==> src/rtl/uart_wake_pkg.sv <==
package uart_wake_pkg;
  typedef enum logic [2:0] {
    FR_IDLE,
    FR_START,
    FR_DATA,
    FR_PAR,
    FR_STOP
  } fr_state_t;

  typedef struct packed {
    logic nf;
    logic fe;
    logic pf;
  } rx_err_t;
endpackage

==> src/rtl/uart_rx_sync.sv <==
module uart_rx_sync #(
  parameter int STAGES = 2
) (
  input  logic clk,
  input  logic rst_n,
  input  logic d_i,
  output logic q_o
);
  logic [STAGES-1:0] pipe;

  always_ff @(posedge clk or negedge rst_n) begin
    if (!rst_n) pipe <= '1;
    else        pipe <= {pipe[STAGES-2:0], d_i};
  end

  assign q_o = pipe[STAGES-1];
endmodule

==> src/rtl/uart_bit_sampler.sv <==
module uart_bit_sampler #(
  parameter int OSR = 16
) (
  input  logic clk,
  input  logic rst_n,
  input  logic run_i,
  input  logic tick_i,
  input  logic rx_i,
  output logic stb_o,
  output logic val_o,
  output logic noisy_o
);
  localparam int PW  = $clog2(OSR);
  localparam int MID = OSR / 2;
  localparam logic [PW-1:0] PH_A = PW'(MID - 1);
  localparam logic [PW-1:0] PH_B = PW'(MID);
  localparam logic [PW-1:0] PH_C = PW'(MID + 1);

  logic [PW-1:0] phase;
  logic          s_a, s_b;

  always_ff @(posedge clk or negedge rst_n) begin
    if (!rst_n) begin
      phase <= '0;
      s_a   <= 1'b1;
      s_b   <= 1'b1;
    end else if (!run_i) begin
      phase <= '0;
    end else if (tick_i) begin
      phase <= phase + 1'b1;
      if (phase == PH_A) s_a <= rx_i;
      if (phase == PH_B) s_b <= rx_i;
    end
  end

  assign stb_o   = run_i && tick_i && (phase == PH_C);
  assign val_o   = (s_a & s_b) | (s_a & rx_i) | (s_b & rx_i);
  assign noisy_o = !((s_a == s_b) && (s_b == rx_i));
endmodule

==> src/rtl/uart_frame_rx.sv <==
module uart_frame_rx
  import uart_wake_pkg::*;
#(
  parameter int DATA_W = 9,
  parameter int OSR    = 16
) (
  input  logic              clk,
  input  logic              rst_n,
  input  logic              tick_i,
  input  logic              rx_i,
  input  logic              cfg_nine_i,
  input  logic              cfg_par_en_i,
  input  logic              cfg_par_odd_i,
  output logic              done_o,
  output logic [DATA_W-1:0] data_o,
  output rx_err_t           err_o,
  output logic              msb_stb_o,
  output logic              msb_val_o
);
  localparam int CW = $clog2(DATA_W + 1);
  localparam logic [CW-1:0] LAST_WIDE = CW'(DATA_W - 1);
  localparam logic [CW-1:0] LAST_NARW = CW'(DATA_W - 2);

  fr_state_t         st;
  logic [CW-1:0]     cnt;
  logic [DATA_W-1:0] sh;
  logic              pbit, noise;
  logic              stb, val, nz;
  logic [CW-1:0]     last;

  uart_bit_sampler #(.OSR(OSR)) u_smp (
    .clk    (clk),
    .rst_n  (rst_n),
    .run_i  (st != FR_IDLE),
    .tick_i (tick_i),
    .rx_i   (rx_i),
    .stb_o  (stb),
    .val_o  (val),
    .noisy_o(nz)
  );

  assign last = cfg_nine_i ? LAST_WIDE : LAST_NARW;

  always_ff @(posedge clk or negedge rst_n) begin
    if (!rst_n) begin
      st    <= FR_IDLE;
      cnt   <= '0;
      sh    <= '0;
      pbit  <= 1'b0;
      noise <= 1'b0;
    end else begin
      case (st)
        FR_IDLE: if (tick_i && !rx_i) begin
          st    <= FR_START;
          cnt   <= '0;
          sh    <= '0;
          noise <= 1'b0;
        end
        FR_START: if (stb) begin
          st    <= val ? FR_IDLE : FR_DATA;
          noise <= noise | nz;
        end
        FR_DATA: if (stb) begin
          sh[cnt] <= val;
          noise   <= noise | nz;
          if (cnt == last) begin
            cnt <= '0;
            st  <= cfg_par_en_i ? FR_PAR : FR_STOP;
          end else begin
            cnt <= cnt + 1'b1;
          end
        end
        FR_PAR: if (stb) begin
          pbit  <= val;
          noise <= noise | nz;
          st    <= FR_STOP;
        end
        FR_STOP: if (stb) st <= FR_IDLE;
        default: st <= FR_IDLE;
      endcase
    end
  end

  assign done_o    = (st == FR_STOP) && stb;
  assign data_o    = sh;
  assign err_o.nf  = noise | nz;
  assign err_o.fe  = !val;
  assign err_o.pf  = cfg_par_en_i && ((^sh) ^ pbit ^ cfg_par_odd_i);
  assign msb_stb_o = (st == FR_DATA) && stb && (cnt == last);
  assign msb_val_o = val;
endmodule

==> src/rtl/uart_wake_rx.sv <==
module uart_wake_rx
  import uart_wake_pkg::*;
#(
  parameter int DATA_W    = 9,
  parameter int OSR       = 16,
  parameter int SYNC_STGS = 2
) (
  input  logic              clk,
  input  logic              rst_n,
  input  logic              rx_i,
  input  logic              tick_i,
  input  logic              cfg_nine_i,
  input  logic              cfg_par_en_i,
  input  logic              cfg_par_odd_i,
  input  logic              cfg_wake_i,
  input  logic              rwu_set_i,
  output logic              rwu_o,
  output logic              rd_valid_o,
  input  logic              rd_ready_i,
  output logic [DATA_W-1:0] rd_data_o,
  output logic              rd_nf_o,
  output logic              rd_fe_o,
  output logic              rd_pf_o,
  output logic              rd_or_o
);
  logic              rx_s;
  logic              done, msb_stb, msb_val;
  logic [DATA_W-1:0] fr_data;
  rx_err_t           fr_err;
  logic              deliver, consume;

  uart_rx_sync #(.STAGES(SYNC_STGS)) u_sync (
    .clk  (clk),
    .rst_n(rst_n),
    .d_i  (rx_i),
    .q_o  (rx_s)
  );

  uart_frame_rx #(.DATA_W(DATA_W), .OSR(OSR)) u_frame (
    .clk          (clk),
    .rst_n        (rst_n),
    .tick_i       (tick_i),
    .rx_i         (rx_s),
    .cfg_nine_i   (cfg_nine_i),
    .cfg_par_en_i (cfg_par_en_i),
    .cfg_par_odd_i(cfg_par_odd_i),
    .done_o       (done),
    .data_o       (fr_data),
    .err_o        (fr_err),
    .msb_stb_o    (msb_stb),
    .msb_val_o    (msb_val)
  );

  // Sleep flag: address mark clears it ahead of the stop bit
  always_ff @(posedge clk or negedge rst_n) begin
    if (!rst_n)                  rwu_o <= 1'b0;
    else if (!cfg_wake_i)        rwu_o <= 1'b0;
    else if (msb_stb && msb_val) rwu_o <= 1'b0;
    else if (rwu_set_i)          rwu_o <= 1'b1;
  end

  assign deliver = done && !rwu_o;
  assign consume = rd_valid_o && rd_ready_i;

  always_ff @(posedge clk or negedge rst_n) begin
    if (!rst_n) begin
      rd_valid_o <= 1'b0;
      rd_data_o  <= '0;
      rd_nf_o    <= 1'b0;
      rd_fe_o    <= 1'b0;
      rd_pf_o    <= 1'b0;
      rd_or_o    <= 1'b0;
    end else begin
      if (consume) begin
        rd_valid_o <= 1'b0;
        rd_nf_o    <= 1'b0;
        rd_fe_o    <= 1'b0;
        rd_pf_o    <= 1'b0;
        rd_or_o    <= 1'b0;
      end
      if (deliver) begin
        if (rd_valid_o && !consume) begin
          rd_or_o <= 1'b1;
        end else begin
          rd_valid_o <= 1'b1;
          rd_data_o  <= fr_data;
          rd_nf_o    <= fr_err.nf;
          rd_fe_o    <= fr_err.fe;
          rd_pf_o    <= fr_err.pf;
          rd_or_o    <= 1'b0;
        end
      end
    end
  end
endmodule

==> config.mk <==
export PLATFORM = sky130hd
export DESIGN_NAME = uart_wake_rx
export DESIGN_NICKNAME = d
export VERILOG_FILES = /design/src/rtl/uart_wake_pkg.sv /design/src/rtl/uart_rx_sync.sv /design/src/rtl/uart_bit_sampler.sv /design/src/rtl/uart_frame_rx.sv /design/src/rtl/uart_wake_rx.sv
export SDC_FILE = /design/constraint.sdc
export NUM_CORES = 1
export LEC_CHECK = 0
export CAP_MARGIN = 0
export CORE_MARGIN = 2
export CORE_UTILIZATION = 50
export DETAILED_ROUTE_END_ITERATION = 10
export GPL_TIMING_DRIVEN = 0
export MAX_ROUTING_LAYER = met4
export PLACE_DENSITY = 0.83
export SLEW_MARGIN = 5
export SYNTH_ARGS = -nofsm -noshare
export SYNTH_HDL_FRONTEND = slang
export SYNTH_SLANG_ARGS = --single-unit
==> constraint.sdc <==
create_clock -name clk -period 2.1 [get_ports clk]
set_input_delay 0.42 -clock clk [delete_from_list [all_inputs] [get_ports clk]]
set_output_delay 0.42 -clock clk [all_outputs]
set_load 0.1 [all_outputs]
== Word-level counts from Yosys, hierarchy flattened ==
Cells that the tools add are included.
Storage, ports and cells
  register bits: 41
  bits in latches: 0
  memory bits (writable): 0
  memory bits (read-only): 0
  input bits: 10
  output and inout port bits: 15
  logic and storage cells: 123
  memories kept: 0
Operators by class
  add/sub/neg operators: 2
  $mul: 0
  divide/modulo/power cells: 0
  order comparisons: 2
  equality and inequality tests: 19
  shift-type cells: 0
  multiplexer cells: 43
  bitwise operators: 9
  reduce and logical (&&, ||, !) cells: 32
Operators with widths (count)
  2-to-1 mux 4 bit: 6
  2-to-1 mux 1 bit: 21
  2-to-1 mux 3 bit: 7
  2-to-1 mux 9 bit: 2
  case mux 9 bit (2 select lines): 1
  case mux 3 bit (5 select lines): 1
  != test 2 x 1 -> 1 bit (second input constant): 7
  logical AND 1 bit: 13
  AND reduction 3 bit: 4
  bitwise mux 9 bit: 1
  parity 9 bit: 1
  adder 4 x 1 -> 4 bit (second input constant): 2
  == test 4 bit (second input constant): 2
  case mux 4 bit (2 select lines): 1
  == test 3 x 2 -> 1 bit (second input constant): 2
  AND reduction 6 bit: 1
  nonzero test 2 bit: 3
  logical NOT 1 bit: 5
  less-than comparator 4 x 5 -> 1 bit (second input constant): 1
  demux 1 bit (select 4 bit): 1
  == test 4 x 3 -> 1 bit (second input constant): 1
  == test 4 bit: 1
  >= comparator 4 x 1 -> 1 bit (second input constant): 1
  AND reduction 2 bit: 2
  other kinds (14): 20

== Depth between registers and ports, before layout ==
Gate-level depths: netlist (run 1).
  depth in word-level cells: 8
  mapped depth: 8
  mapped depth without buffers: 7

== Cells and area by module ==
A second synthesis (run 1) with hierarchy kept.
Unflattened totals
  cells, all modules: 190
  area, all modules: 2154.6 µm²
By module, submodules not included
  uart_frame_rx: instances 1, cells an instance 117, area each 1127.3 µm², seq. area each 450.4 µm²
  uart_wake_rx: instances 1, cells an instance 38, area each 605.6 µm², seq. area each 375.4 µm²
  uart_bit_sampler: instances 1, cells an instance 33, area each 369.1 µm², seq. area each 152.6 µm²
  uart_rx_sync: instances 1, cells an instance 2, area each 52.6 µm², seq. area each 52.6 µm²

== Worst setup path before layout (run 1) ==
OpenSTA, ideal clock, no wires.
  path kind: flip-flop to flip-flop
  from: reg rwu_o
  to: reg rd_data_o[4]
  library setup time: 128 ps
  arrival: 1944 ps
  data required time: 1972 ps
  path slack: 28 ps
  stages on the path, launching flop included: 5
  path buffers: 1
  period minus slack after synthesis: 2072 ps
  cell sequence: dfrtp_1 or3_4 a21oi_4 buf_6 mux2_1
On the way
  cells in the longest elaborated chain, start to end: 3
Ends and longest elaborated chain
  start, declared: line uart_wake_rx.sv:17  | output logic rwu_o,
  start signal, assigned: line uart_wake_rx.sv:56  | if (!rst_n) rwu_o <= 1'b0;
  start signal, assigned: line uart_wake_rx.sv:57  | else if (!cfg_wake_i) rwu_o <= 1'b0;
  start signal, assigned: line uart_wake_rx.sv:58  | else if (msb_stb && msb_val) rwu_o <= 1'b0;
  logical NOT 1 bit: line uart_wake_rx.sv:62  | assign deliver = done && !rwu_o;
  logical AND 1 bit: line uart_wake_rx.sv:62
  AND reduction 2 bit (no source line)
  end signal, assigned: line uart_wake_rx.sv:86  | rd_data_o <= fr_data;
  end, declared: line uart_wake_rx.sv:20  | output logic [DATA_W-1:0] rd_data_o,
No other way between the ends.
A chain may end at the register's enable or synchronous reset.

== Worst setup path in the final report (run 1) ==
  from: reg rd_valid_o
  to: out rd_valid_o
RTL lines
  start, declared: line uart_wake_rx.sv:18  | output logic rd_valid_o,
  start signal, assigned: line uart_wake_rx.sv:67  | rd_valid_o <= 1'b0;
  start signal, assigned: line uart_wake_rx.sv:75  | rd_valid_o <= 1'b0;
  start signal, assigned: line uart_wake_rx.sv:85  | rd_valid_o <= 1'b1;
No word-level cell between the ends.

==> results of run 1 <==
[routing by layer]
layer | global-route usage | vias up
met5 | - | -
met4 | 0.0662 | 0
met3 | 0.0536 | 6
met2 | 0.308 | 23
met1 | 0.240 | 756
li1 | - | 777
[area by class of cell]
| class | count | share of cell area |
|---|---|---|
| plain buffers | 7 | 0.0178 |
| clock buffers | 5 | 0.0264 |
| clock inverters | 3 | 0.0250 |
| inverters | 10 | 0.0144 |
| multi-input cells | 140 | 0.386 |
| flip-flops and latches | 41 | 0.396 |
| well taps | 50 | 0.0240 |
| repair buffers | 32 | 0.111 |
[kinds of logic (layout without fill, tap and decap cells)]
logic type / after synthesis / count (layout) / share of synthesized area
AOI/OAI and AO/OA: 34 / 34 / 0.106
and+or+nand+nor: 65 / 65 / 0.162
DFF: 41 / 41 / 0.490
muxes: 19 / 19 / 0.0969
buffers and inverters: 17 / 57 / 0.0380
adders and majority gates: 9 / 9 / 0.0535
xor gates and xnor gates: 13 / 13 / 0.0541
[what timing repair did]
| item | CTS | global route |
|---|---|---|
| resized for setup | 16 | 5 |
| pin swaps | 1 | 2 |
| hold buffers | 0 | 0 |
| setup endpoints to repair | 34 | 16 |
| cloned | 0 | 1 |
| buffers inserted | 3 | 4 |
[cell usage in the layout, fill, tap and decap left out, types with 5 or more instances in the layout]
master,n
ha_1,8
mux2i_1,8
mux2_2,7
xnor2_1,9
dfrtp_1,37
a21oi_1,8
buf_4,6
nand3_1,9
o21ai_0,10
inv_1,10
nor2_1,14
nand2_1,17
dlygate4sd2_1,14
clkbuf_8,5
clkdlybuf4s50_1,7
buf_2,6
[registers in the layout, indices dropped and copies added (netlist names), 2 cells and up]
register             cells
u_frame.u_smp.phase      4
u_frame.data_o           9
u_frame.st               3
rd_data_o                9
u_frame.cnt              4
u_sync.pipe              2
[synth_stat cells (2+ instances only)]
cell	number	area (um^2)
dfrtp_1	37	926
nand2_1	17	63.8
nor2_1	14	52.6
inv_1	10	37.5
o21ai_0	10	50.1
ha_1	9	113
nand3_1	9	45.0
xnor2_1	9	78.8
a21oi_1	8	40.0
mux2i_1	8	80.1
mux2_2	7	78.8
buf_2	4	20.0
dfstp_2	4	105
mux2_1	4	45.0
nand3b_1	4	30.0
nor3_1	4	20.0
xor2_1	4	35.0
or3_1	3	18.8
nand2b_1	2	12.5
nor2b_1	2	12.5
o2111ai_1	2	17.5
o211ai_1	2	15.0
o22ai_1	2	12.5
[worst paths after layout]
path,startpoint,endpoint,cells past startpoint,slack [ns]
min in group clk,u_sync.pipe[0],u_sync.pipe[1],0,0.36
min reg2reg,u_sync.pipe[0],u_sync.pipe[1],0,0.36
max,rd_valid_o,rd_valid_o,1,0.07
max in group asynchronous,rst_n,u_frame.cnt[1],2,1.67
min,rst_n,u_frame.st[0],1,-0.004
max reg2reg,u_frame.u_smp.phase[1],rd_data_o[1],7,0.10
[power by group]
part           total [mW]  internal, mW  leakage (nW)  switching [mW]
Sequential          0.959         0.878         0.548          0.0805
Clock               0.740         0.472        0.0681           0.268
Combinational       0.503         0.216         0.657           0.288
[through the flow]
step                       util  area [um^2]  cells  setup WS, ns  TNS, ns
after floorplan               -         2110    198        0.0276        0
after global placement    0.595         2400    271        -0.435   -17.83
after detailed placement  0.599         2410    272        -0.180    -2.09
after CTS                 0.634         2560    283      0.000540        0
after global routing      0.647         2610    288       0.00115        0
final                     0.647         2610    288        0.0657        0
==> impl_metrics.json, run 1 <==
{
  "status": "complete, but fails checks",
  "violations": "negative hold slack",
  "numCtsBuffers": 5,
  "end_kind": "output pin",
  "tightest_slew_ns": 0.961,
  "wl_met3_um": 129,
  "yosys_most_used_dff": "dfrtp_1",
  "dr.pass1.iters": 4,
  "rows": 23,
  "fmax_ghz": 0.492,
  "portBuffers": 23,
  "cts_tree": "yes",
  "die-area_um2": 4750,
  "gp_congestion": 0.854,
  "hold_viol": 6,
  "peakVddDrop_v": 0.000630,
  "critical_path.max_fanout": 5,
  "synth_edf_count": 0,
  "critical-path-top-delay-family": "buffers and inverters",
  "cts_num_sinks": 41,
  "multiInputGateArea_um2": 1000,
  "slowest_delay_ns": 0.86,
  "crit_buf_inv": 1,
  "slowest_stage": "clkdlybuf4s15_1",
  "diodes": 0,
  "ys_seq_area_frac": 0.490,
  "synthCells": 198,
  "max_slew_margin": 0.362,
  "antenna_left": 0,
  "wl_met2_um": 1910,
  "fp.coreArea_um2": 4030,
  "rsz0062_at_grt": "no",
  "die_w_um": 68.9,
  "syn_area_um2": 2110,
  "fin_crit_ns": 2.03,
  "setup-violations-final": 0,
  "vias_per_cell": 5.42,
  "ys_warn_count": 0,
  "io_pins": 25,
  "cts_root_buffer": "clkbuf_8",
  "crit_chain": "clkdlybuf4s15_1",
  "synthDistinctLibCells": 46,
  "drive_above_1_share": 0.168,
  "min_period_over_period": 0.969,
  "die_h_um": 68.9,
  "synthArstFlopShare": 1.00,
  "required_ns": 1.68,
  "synth.ff_latch_count": 41,
  "dp_hpwl_um": 2690,
  "path_clk_slew_ns": 0.08,
  "cts.path.max_buffers": 2,
  "avgSynthCellArea_um2": 10.6,
  "wl_per_cell_um": 13.4,
  "maxSlewViolCount": 0,
  "drc": 0,
  "p_total_mw": 2.20,
  "fin_skew_ns": 0.00272,
  "crit_path_start_kind": "flip-flop",
  "area_growth_pct": 23.7,
  "final-seq-area_um2": 1030,
  "top_layer_used": "met4",
  "fillers": 320,
  "whs_ns": -0.00397,
  "num_vias": 1562,
  "cp_data_arrival_time_ns": 1.61,
  "grt_pass1_vias": 1396,
  "wl_met1_um": 1760,
  "drtIter0Drc": 100,
  "min_path_type": "input pin to async pin",
  "setup.worst_path.class": "flip-flop to output pin",
  "syn_nets": 217,
  "h-tree-depth": 2,
  "overflow": 0,
  "p_leak_nw": 1.27,
  "track_usage": 0.194,
  "num-nets-final": 256,
  "grt_pass1_wl_um": 6470,
  "clkLatencyLatePin_ns": 0.29,
  "initial_core_util": 0.523,
  "antenna_found_initial": 0,
  "power_density_nw_per_um2": 845,
  "drt_wl_total_um": 3860,
  "drv_cap": 0,
  "grt_max_degree": 32
}
No activity file was read; power rests on OpenSTA's default activity.
==> inputs of run 2 (changes only) <==
--- a/config.mk
+++ b/config.mk
@@ -6,7 +6,6 @@
 export NUM_CORES = 1
 export LEC_CHECK = 0
 export CAP_MARGIN = 0
-export CORE_MARGIN = 2
 export CORE_UTILIZATION = 50
 export DETAILED_ROUTE_END_ITERATION = 10
 export GPL_TIMING_DRIVEN = 0
==> impl_metrics.json, run 2 (synthesis results as in run 1) <==
{
  "initial_core_util": 0.523,
  "crit_path_start_kind": "flip-flop",
  "num-nets-final": 259,
  "num_vias": 1583,
  "drive_above_1_share": 0.183,
  "die-area_um2": 4470,
  "p_leak_nw": 1.28,
  "cts.path.max_buffers": 2,
  "cts_root_buffer": "clkbuf_8",
  "rrSetupSlack_ns": 0.06,
  "tightest_slew_ns": 0.981,
  "grt_pass1_wl_um": 6240,
  "overflow": 0,
  "fin_util": 0.646,
  "path_clk_slew_ns": 0.07,
  "layout_commonest_cell": "dfrtp_1",
  "antenna_found_initial": 0,
  "power_density_nw_per_um2": 784,
  "dr.pass1.iters": 7,
  "cts_num_sinks": 41,
  "fin_skew_ns": 0.00342,
  "numCtsBuffers": 5,
  "dp_hpwl_um": 2750,
  "drtIter0Drc": 87,
  "end_kind": "output pin",
  "p_total_mw": 2.04,
  "peakVddDrop_v": 0.000676,
  "critical-path-top-delay-family": "buffers and inverters",
  "hold_viol": 0,
  "max_slew_margin": 0.349,
  "fp.coreArea_um2": 4030,
  "fmax_ghz": 0.486,
  "whs_ns": 0.0884,
  "slowest_delay_ns": 0.88,
  "rows": 23,
  "drv_cap": 0,
  "die_w_um": 66.9,
  "antenna_left": 0,
  "clkLatencyLatePin_ns": 0.29,
  "cts_tree": "yes",
  "wl_met2_um": 1950,
  "drc": 0,
  "gp_congestion": 0.849,
  "io_pins": 25,
  "portBuffers": 23,
  "crit_chain": "dlygate4sd2_1",
  "grt_pass1_vias": 1389,
  "setup.worst_path.class": "flip-flop to output pin",
  "track_usage": 0.196,
  "status": "finished clean",
  "area_growth_pct": 23.6,
  "dp_cells": 272,
  "ctsHoldBuffers": 0,
  "setup-violations-final": 0,
  "grt_max_degree": 23,
  "top_layer_used": "met4",
  "wl_met1_um": 1780,
  "required_ns": 1.68,
  "slowest_stage": "dlygate4sd2_1",
  "wl_met3_um": 148,
  "crit_buf_inv": 1,
  "final_cell_mix": "dfrtp_1, nand2_1, dlygate4sd2_1, nor2_1",
  "maxSlewViolCount": 0,
  "cp_data_arrival_time_ns": 1.64,
  "critical_path.max_fanout": 5,
  "stdcell_count": 291,
  "die_h_um": 66.9,
  "wl_per_cell_um": 13.5,
  "vias_per_cell": 5.44,
  "diodes": 0,
  "fin_crit_ns": 2.06,
  "h-tree-depth": 2,
  "drt_wl_total_um": 3930,
  "min_period_over_period": 0.980,
  "min_path_type": "input pin to async pin"
}
run 2: cell types whose count changed in the layout (fill, tap and decap cells not counted):
cell             before  now
buf_4                 6   10
bufinv_16             2    0
clkbuf_8              5    7
buf_12                1    0
buf_16                0    1
buf_2                 6    5
clkdlybuf4s15_1       1    0
dlygate4sd2_1        14   15
inv_1                10    9
inv_2                 0    1
run 2: timing repair:
action                     in CTS  in global routing
cloned                          0                  0
resized for setup              16                  5
pin swaps                       1                  2
hold endpoints to repair        0                  0
setup endpoints to repair      34                 17
buffers inserted                6                  5
run 2: power by group:
part	switching [mW]	internal [mW]	total, mW
sequential	0.0850	0.878	0.963
clock	0.258	0.297	0.555
combinational	0.294	0.230	0.524
total	0.637	1.40	2.04
run 2: worst paths after layout:
check | end | startpoint | depth (start not counted)
hold / removal | rd_valid_o | rst_n | 1
max in group asynchronous | u_sync.pipe[0] | rst_n | 2
min in group clk | u_sync.pipe[1] | u_sync.pipe[0] | 0
hold reg to reg | u_sync.pipe[1] | u_sync.pipe[0] | 0
setup reg to reg | rd_data_o[4] | u_frame.st[2] | 6
setup / recovery | rd_valid_o | rd_valid_o | 1
run 2: cell type report:
class	count	area, um^2
Fill cell	316	1430
Sequential cell	41	1030
Multi-Input combinational cell	140	1000
Timing Repair Buffer	35	320
Clock buffer	7	96.3
Tap cell	50	62.6
Buffer	7	46.3
Inverter	10	37.5
Clock inverter	1	5.00
run 2: metal layers:
layer / up-vias / track usage
met3: 5 / 0.0462
met2: 38 / 0.317
met4: 0 / 0.0718
li1: 781 / -
met1: 759 / 0.238
met5: - / -
run 2: metrics by stage:
stage	setup TNS, ns	cell area [um^2]	worst slack [ns]
floorplan	0	2110	0.0276
global route	-0.0129	2600	-0.00798
finish	0	2600	0.0419
detailed placement	-2.77	2420	-0.263
CTS	0	2550	0.0370
global placement	-16.75	2400	-0.408
==> inputs of run 3 (changes only) <==
--- a/config.mk
+++ b/config.mk
@@ -6,11 +6,11 @@
 export NUM_CORES = 1
 export LEC_CHECK = 0
 export CAP_MARGIN = 0
-export CORE_UTILIZATION = 50
+export CORE_UTILIZATION = 25
 export DETAILED_ROUTE_END_ITERATION = 10
 export GPL_TIMING_DRIVEN = 0
 export MAX_ROUTING_LAYER = met4
-export PLACE_DENSITY = 0.83
+export PLACE_DENSITY = 0.51
 export SLEW_MARGIN = 5
 export SYNTH_ARGS = -nofsm -noshare
 export SYNTH_HDL_FRONTEND = slang
==> impl_metrics.json, run 3 (synthesis results as in run 1) <==
{
  "layout_commonest_cell": "dfrtp_1",
  "fin_ws_ns": 0.0739,
  "antenna_found_initial": 0,
  "min_path_type": "input pin to async pin",
  "wl_met3_um": 178,
  "die_w_um": 93.8,
  "numCtsBuffers": 5,
  "top_layer_used": "met4",
  "path_clk_slew_ns": 0.09,
  "grt_max_degree": 23,
  "drive_above_1_share": 0.186,
  "drt_wl_total_um": 4440,
  "grt_pass1_vias": 1541,
  "wl_met2_um": 2040,
  "status": "finished clean",
  "critical-path-top-delay-family": "buffers and inverters",
  "overflow": 0,
  "slowest_delay_ns": 0.85,
  "num-nets-final": 260,
  "cts_root_buffer": "clkbuf_8",
  "gp_congestion": 0.812,
  "setup.worst_path.class": "flip-flop to output pin",
  "grt_pass1_wl_um": 7360,
  "setup-violations-final": 0,
  "crit_path_start_kind": "flip-flop",
  "p_total_mw": 2.15,
  "drtIter0Drc": 56,
  "fin_crit_ns": 2.03,
  "pre_cts_ws_ns": -0.306,
  "hold_viol": 0,
  "slowest_stage": "clkdlybuf4s15_1",
  "portBuffers": 23,
  "max_slew_margin": 0.368,
  "dp_hpwl_um": 3220,
  "tightest_slew_ns": 0.952,
  "die-area_um2": 8790,
  "crit_chain": "clkdlybuf4s15_1",
  "cp_data_arrival_time_ns": 1.61,
  "power_density_nw_per_um2": 794,
  "clkLatencyLatePin_ns": 0.30,
  "diodes": 0,
  "min_period_over_period": 0.965,
  "h-tree-depth": 2,
  "fp.coreArea_um2": 8180,
  "io_pins": 25,
  "die_h_um": 93.8,
  "end_kind": "output pin",
  "maxSlewViolCount": 0,
  "p_leak_nw": 1.29,
  "area_growth_pct": 28.5,
  "fmax_ghz": 0.494,
  "ctsHoldBuffers": 0,
  "rows": 33,
  "drc": 0,
  "drv_cap": 0,
  "cts.path.max_buffers": 2,
  "required_ns": 1.68,
  "crit_buf_inv": 1,
  "whs_ns": 0.0872,
  "num_vias": 1576,
  "wl_per_cell_um": 12.8,
  "vias_per_cell": 4.54,
  "cts_num_sinks": 41,
  "initial_core_util": 0.258,
  "fin_util": 0.331,
  "fin_skew_ns": 0.0117,
  "cts_tree": "yes",
  "wl_met1_um": 2130,
  "final_cell_mix": "dfrtp_1, nand2_1, nor2_1, dlygate4sd2_1, buf_4",
  "track_usage": 0.114,
  "antenna_left": 0,
  "critical_path.max_fanout": 5,
  "peakVddDrop_v": 0.000238,
  "dr.pass1.iters": 4
}
==> run 3: per-stage QoR <==
step           instance area, um^2  std cells  TNS [ns]
3_3_place_gp                  2470        326    -27.00
3_5_place_dp                  2490        327     -3.77
4_1_cts                       2610        337         0
6_report                      2710        347         0
2_1_floorplan                 2110        198         0
5_1_grt                       2710        347  -0.00161
==> run 3: report_power, final <==
group | total (mW) | leakage [nW] | switching (mW) | internal [mW]
clock | 0.677 | 0.0574 | 0.290 | 0.387
combinational | 0.505 | 0.682 | 0.290 | 0.215
sequential | 0.965 | 0.548 | 0.0872 | 0.878
==> run 3: path summary, 6_finish.rpt <==
check	start	cells after the start	slack [ns]	to
max in group asynchronous	rst_n	2	1.44	u_sync.pipe[0]
max	rd_valid_o	1	0.07	rd_valid_o
min	rst_n	1	0.09	u_frame.data_o[0]
min in group clk	u_sync.pipe[0]	0	0.36	u_sync.pipe[1]
min reg2reg	u_sync.pipe[0]	0	0.36	u_sync.pipe[1]
max reg2reg	u_frame.st[2]	6	0.11	rd_data_o[6]
==> run 3: routing by layer <==
| layer | track usage | vias to the layer above |
|---|---|---|
| met5 | - | - |
| met2 | 0.172 | 23 |
| met1 | 0.142 | 760 |
| met3 | 0.0275 | 6 |
| met4 | 0.0538 | 0 |
| li1 | - | 787 |
==> run 3: timing repair <==
| action | CTS | global route |
|---|---|---|
| pin swaps | 0 | 3 |
| setup buffers | 2 | 10 |
| resized for setup | 16 | 6 |
| endpoints found under the setup margin | 36 | 18 |
==> run 3: cell type report <==
class	count	area (um^2)
Sequential cell	41	1030
Fill cell	863	5470
Clock buffer	6	82.6
Clock inverter	2	37.5
Multi-Input combinational cell	140	1010
Tap cell	105	131
Buffer	7	46.3
Inverter	10	37.5
Timing Repair Buffer	36	329
